$ cat config.mk
export PLATFORM = sky130hd
export DESIGN_NAME = divcfg_port
export DESIGN_NICKNAME = d
export VERILOG_FILES = /design/src/rtl/divcfg_pkg.sv /design/src/rtl/divcfg_edge.sv /design/src/rtl/divcfg_shifter.sv /design/src/rtl/divcfg_select.sv /design/src/rtl/divcfg_port.sv
export SDC_FILE = /design/constraint.sdc
export NUM_CORES = 1
export LEC_CHECK = 0
export BUFFER_PORTS_ARGS = -buffer_cell sky130_fd_sc_hd__buf_2
export CAP_MARGIN = 20
export CORE_ASPECT_RATIO = 1.25
export CORE_MARGIN = 4
export CORE_UTILIZATION = 25
export CTS_BUF_LIST = sky130_fd_sc_hd__clkbuf_4
export CTS_CLUSTER_DIAMETER = 50
export DETAILED_ROUTE_END_ITERATION = 8
export GPL_ROUTABILITY_DRIVEN = 0
export PLACE_DENSITY_LB_ADDON = 0.15
export SETUP_SLACK_MARGIN = 0.1
export SLEW_MARGIN = 10
export SYNTH_ARGS = -nofsm -noshare
export SYNTH_HDL_FRONTEND = slang
export SYNTH_SLANG_ARGS = --single-unit
$ cat constraint.sdc
create_clock -name clk -period 2.2 [get_ports clk]
set_clock_uncertainty 0.05 [all_clocks]
set_input_delay 0.22 -clock clk [delete_from_list [all_inputs] [get_ports clk]]
set_output_delay 0.22 -clock clk [all_outputs]
set_load 0.005 [all_outputs]
$ cat src/rtl/divcfg_pkg.sv
package divcfg_pkg;
  parameter int M_WIDTH = 9;
  parameter int N_WIDTH = 2;
  parameter int T_WIDTH = 3;

  // Which source updates the settings on this edge
  typedef enum logic [1:0] {
    SRC_HOLD = 2'd0,
    SRC_PAR  = 2'd1,
    SRC_SER  = 2'd2
  } src_e;
endpackage

$ cat src/rtl/divcfg_edge.sv
// Rising-edge detector for a sampled, slow control input
module divcfg_edge (
  input  logic clk,
  input  logic rst,
  input  logic sig_in,
  output logic rise
);
  logic sig_q;

  always_ff @(posedge clk) begin
    if (rst) sig_q <= 1'b0;
    else     sig_q <= sig_in;
  end

  assign rise = sig_in & ~sig_q;
endmodule

$ cat src/rtl/divcfg_shifter.sv
module divcfg_shifter #(
  parameter int SR_W = 14
) (
  input  logic            clk,
  input  logic            rst,
  input  logic            shift_en,
  input  logic            din,
  output logic [SR_W-1:0] word
);
  always_ff @(posedge clk) begin
    if (rst)           word <= '0;
    else if (shift_en) word <= {word[SR_W-2:0], din};
  end
endmodule

$ cat src/rtl/divcfg_select.sv
module divcfg_select
  import divcfg_pkg::*;
#(
  parameter int M_W = 9,
  parameter int N_W = 2,
  parameter int T_W = 3,
  localparam int SR_W = M_W + N_W + T_W
) (
  input  logic            clk,
  input  logic            rst,
  input  logic            par_load,
  input  logic            ser_load,
  input  logic [M_W-1:0]  par_m,
  input  logic [N_W-1:0]  par_n,
  input  logic [SR_W-1:0] sr_word,
  output logic [M_W-1:0]  cfg_m,
  output logic [N_W-1:0]  cfg_n,
  output logic [T_W-1:0]  cfg_t
);
  src_e src;

  // Parallel path wins; serial only when parallel is closed
  always_comb begin
    if (!par_load)     src = SRC_PAR;
    else if (ser_load) src = SRC_SER;
    else               src = SRC_HOLD;
  end

  always_ff @(posedge clk) begin
    if (rst) begin
      cfg_m <= '0;
      cfg_n <= '0;
      cfg_t <= '0;
    end else begin
      case (src)
        SRC_PAR: begin
          cfg_m <= par_m;
          cfg_n <= par_n;
          cfg_t <= '0;
        end
        SRC_SER: begin
          cfg_t <= sr_word[SR_W-1 -: T_W];
          cfg_n <= sr_word[M_W +: N_W];
          cfg_m <= sr_word[M_W-1:0];
        end
        default: ;
      endcase
    end
  end
endmodule

$ cat src/rtl/divcfg_port.sv
module divcfg_port #(
  parameter int M_W = divcfg_pkg::M_WIDTH,
  parameter int N_W = divcfg_pkg::N_WIDTH,
  parameter int T_W = divcfg_pkg::T_WIDTH
) (
  input  logic           clk,
  input  logic           rst,
  input  logic           ser_clk,
  input  logic           ser_din,
  input  logic           ser_load,
  input  logic           par_load,
  input  logic [M_W-1:0] par_m,
  input  logic [N_W-1:0] par_n,
  output logic [M_W-1:0] cfg_m,
  output logic [N_W-1:0] cfg_n,
  output logic [T_W-1:0] cfg_t,
  output logic           ser_dout
);
  localparam int SR_W = M_W + N_W + T_W;

  logic            sclk_rise;
  logic [SR_W-1:0] sr_q;

  divcfg_edge u_edge (
    .clk    (clk),
    .rst    (rst),
    .sig_in (ser_clk),
    .rise   (sclk_rise)
  );

  divcfg_shifter #(.SR_W(SR_W)) u_shift (
    .clk      (clk),
    .rst      (rst),
    .shift_en (sclk_rise),
    .din      (ser_din),
    .word     (sr_q)
  );

  divcfg_select #(.M_W(M_W), .N_W(N_W), .T_W(T_W)) u_sel (
    .clk      (clk),
    .rst      (rst),
    .par_load (par_load),
    .ser_load (ser_load),
    .par_m    (par_m),
    .par_n    (par_n),
    .sr_word  (sr_q),
    .cfg_m    (cfg_m),
    .cfg_n    (cfg_n),
    .cfg_t    (cfg_t)
  );

  assign ser_dout = sr_q[SR_W-1];
endmodule

==> summary.md <==
| Metric | Value |
|---|---|
| Final ANT Viol Nets | 0 |
| WHS Path Cells | 3 |
| Routed WL per cell | 11.9 um |
| Overflow after GRT | 0 |
| Worst slew pin tran | 0.502 ns |
| Detailed placement HPWL | 1650 um |
| Post-CTS Setup Inserts | 0 |
| Net Count, Synth | 140 |
| Vias in the first global route | 903 |
| Final nets | 169 |
| Crit path launch type | flop |
| Synthesized instance count | 123 |
| Worst EP required | 2.41 ns |
| YS warnings | 0 |
| Pleak | 0.564 nW |
| RSZ-0062 raised after global routing | false |
| Period utilization | 51.0% |
| First-pass GRT wire length | 4140 um |
| Final min period | 1.12 ns |
| Share of cells above drive strength 1 | 25.5% |
| Diodes inserted | 0 |
| Seq cells post-synth | 29 |
| Worst setup endpoint | u_shift.word[11]$_SDFFE_PP0P_ |
| VDD IR max | 0.328 mV |
| Max incr delay on CP | 0.46 ns |
| Relative slew margins | 66.6% |
| Status | completed |
| Inserted Clock Buffers | 5 |
| Dpl cell area | 1280 um^2 |
| Crit path kind | reg -> reg |
| Sequential area share after synthesis | 51.7% |
| Finished layout cell area | 1350 um^2 |
| Initial antenna violation count | 0 |
| Reg2Reg Depth | 3 |
| Sink Count | 29 |
| MaxCap Viol Count | 0 |
| Die H | 82.9 um |
| H-tree depth | 2 |
| Final setup viols | 0 |
| Initial drt markers | 16 |
| Worst Path Arrival | 1.33 ns |
| CP endpoint kind | flop |
| Worst path bufs/invs | 0 |
| Reg-to-reg slack, setup | 1.08 ns |
| Vias per inst | 4.38 |
| Post-synth cell types | 14 |
| Setup ws final | 1.08 ns |
| Worst-path fanout max | 14 |
| Final number of hold-violating endpoints | 0 |
| Die width | 67.9 um |
| Util after Layout | 30.9% |
| Core area | 4360 um^2 |
| Clk_lat worst skew | 0.32 ns |
| Clock buffer depth | 2 |
| Cell Chain, Critical Path | and2b_1 > nand2_1 > a21oi_1 |
| PD cells | 726 nW/um^2 |
| Syn Area/Cell | 9.12 um^2 |
| Start point of the critical path | u_edge.sig_q$_SDFF_PP0_ |
| Slowest-stage cell, CP | and2b_1 |
| Syn Std Cell Area | 1120 um^2 |
| Via count | 924 |
| Reg2reg end | u_shift.word[11]$_SDFFE_PP0P_ |
| Max-slew violations | 0 |
| R2r startpoint | u_edge.sig_q$_SDFF_PP0_ |
| Clock-pin transition on the worst setup and hold timing paths | 0.09 ns |
| Hold-fix buffers, CTS | 0 |
| IO buf count | 31 |
| # DRC | 0 |
| Root buf cell | clkbuf_4 |
| Io pins | 32 |
| Pre-CTS WS | 1.06 ns |
| P&R area growth vs syn | 19.8% |
| Top Family by Delay on Critical Path | simple AND/OR/NAND/NOR gates |
| Peak Freq | 0.891 GHz |
| Largest net degree at the start of global routing | 28 |
| Hold Crit Class | in -> reg |
| DR pass1 iterations | 4 |
| PostCTS Resize Cnt | 0 |
| Die ar. | 5630 um^2 |
| GR Util All Layers | 9.90% |
| CTS tree | done |
| Critical path depth in cells | 3 |
| Fin Setup TNS | 0 ns |
| WL final | 2510 um |
| Starting Density | 25.8% |
| Row count | 27 |
## metal layers
metal	GRT usage (%)	part of all wire, %	vias up
li1	-	-	471
met1	10.5	42	426
met2	15.7	50	22
met3	4.60	5.5	5
met4	5.42	2.1	0
met5	0	0	-
## registers in the layout (all words and copies together) (netlist names)
| register | flops |
|---|---|
| u_shift.word | 14 |
| u_edge.sig_q | 1 |
| u_sel.cfg_n | 2 |
| u_sel.cfg_m | 9 |
| u_sel.cfg_t | 3 |
## Yosys cell counts, drive strengths merged
master  instances  area [um^2]
dfxtp          29          581
nand2b          2         12.5
and2b           1         7.51
nor2           14         52.6
clkbuf          3         11.3
a211oi         11         82.6
a21oi          14         70.1
nand2          28          105
buf             6         53.8
nor2b           1         6.26
mux2i          14          140
## placed cells by master, fill, tap and decap left out
cell type	n
a211oi_1	11
a21oi_1	14
and2b_1	1
buf_2	31
clkbuf_4	8
dfxtp_1	29
mux2i_1	14
nand2_1	28
nand2b_1	2
nor2_1	14
nor2b_1	1
## final cells by class
type                            instances  area, um^2
Timing Repair Buffer                   31         155
Tap cell                               58        72.6
Fill cell                             482        3010
Multi-Input combinational cell         85         477
Clock buffer                            8        60.1
Sequential cell                        29         581
## cell families (layout without fill, tap and decap cells)
group	after synthesis	in the layout	share of synthesized area (%)
compound gates	25	25	13.6
buf+inv	9	39	5.80
mux	14	14	12.5
simple gates	46	46	16.4
flops	29	29	51.7
## per-stage QoR
step / std cells / hold WS (ns) / power, mW
floorplan: 123 / 0.298 / 0.618
finish: 211 / 0.0836 / 0.976
CTS: 211 / 0.0680 / 1.00
global route: 211 / 0.0738 / 1.03
global placement: 203 / 0.411 / 0.645
detailed placement: 203 / 0.415 / 0.648
## power by group
| group | switching [mW] | internal (mW) |
|---|---|---|
| logic | 0.0490 | 0.0366 |
| clock network | 0.179 | 0.164 |
| registers | 0.00738 | 0.540 |
## worst min path at each step
stage                            startpoint                      endpoint  slack, ns
2_1_floorplan                       ser_clk       u_edge.sig_q$_SDFF_PP0_       0.30
3_3_place_gp                        ser_clk       u_edge.sig_q$_SDFF_PP0_       0.41
3_5_place_dp   u_shift.word[3]$_SDFFE_PP0P_  u_shift.word[3]$_SDFFE_PP0P_       0.41
4_1_cts                             ser_clk       u_edge.sig_q$_SDFF_PP0_       0.07
5_1_grt                             ser_din  u_shift.word[0]$_SDFFE_PP0P_       0.07
6_report                            ser_din  u_shift.word[0]$_SDFFE_PP0P_       0.08
## tightest hold or removal path, delay by kind of cell
kind | cells | cell delay [ns]
buffers and inverters | 1 | 0.10
AOI/OAI and AO/OA | 1 | 0.05
and+or+nand+nor | 1 | 0.05
Note: power is estimated with default switching activity, not from simulation.
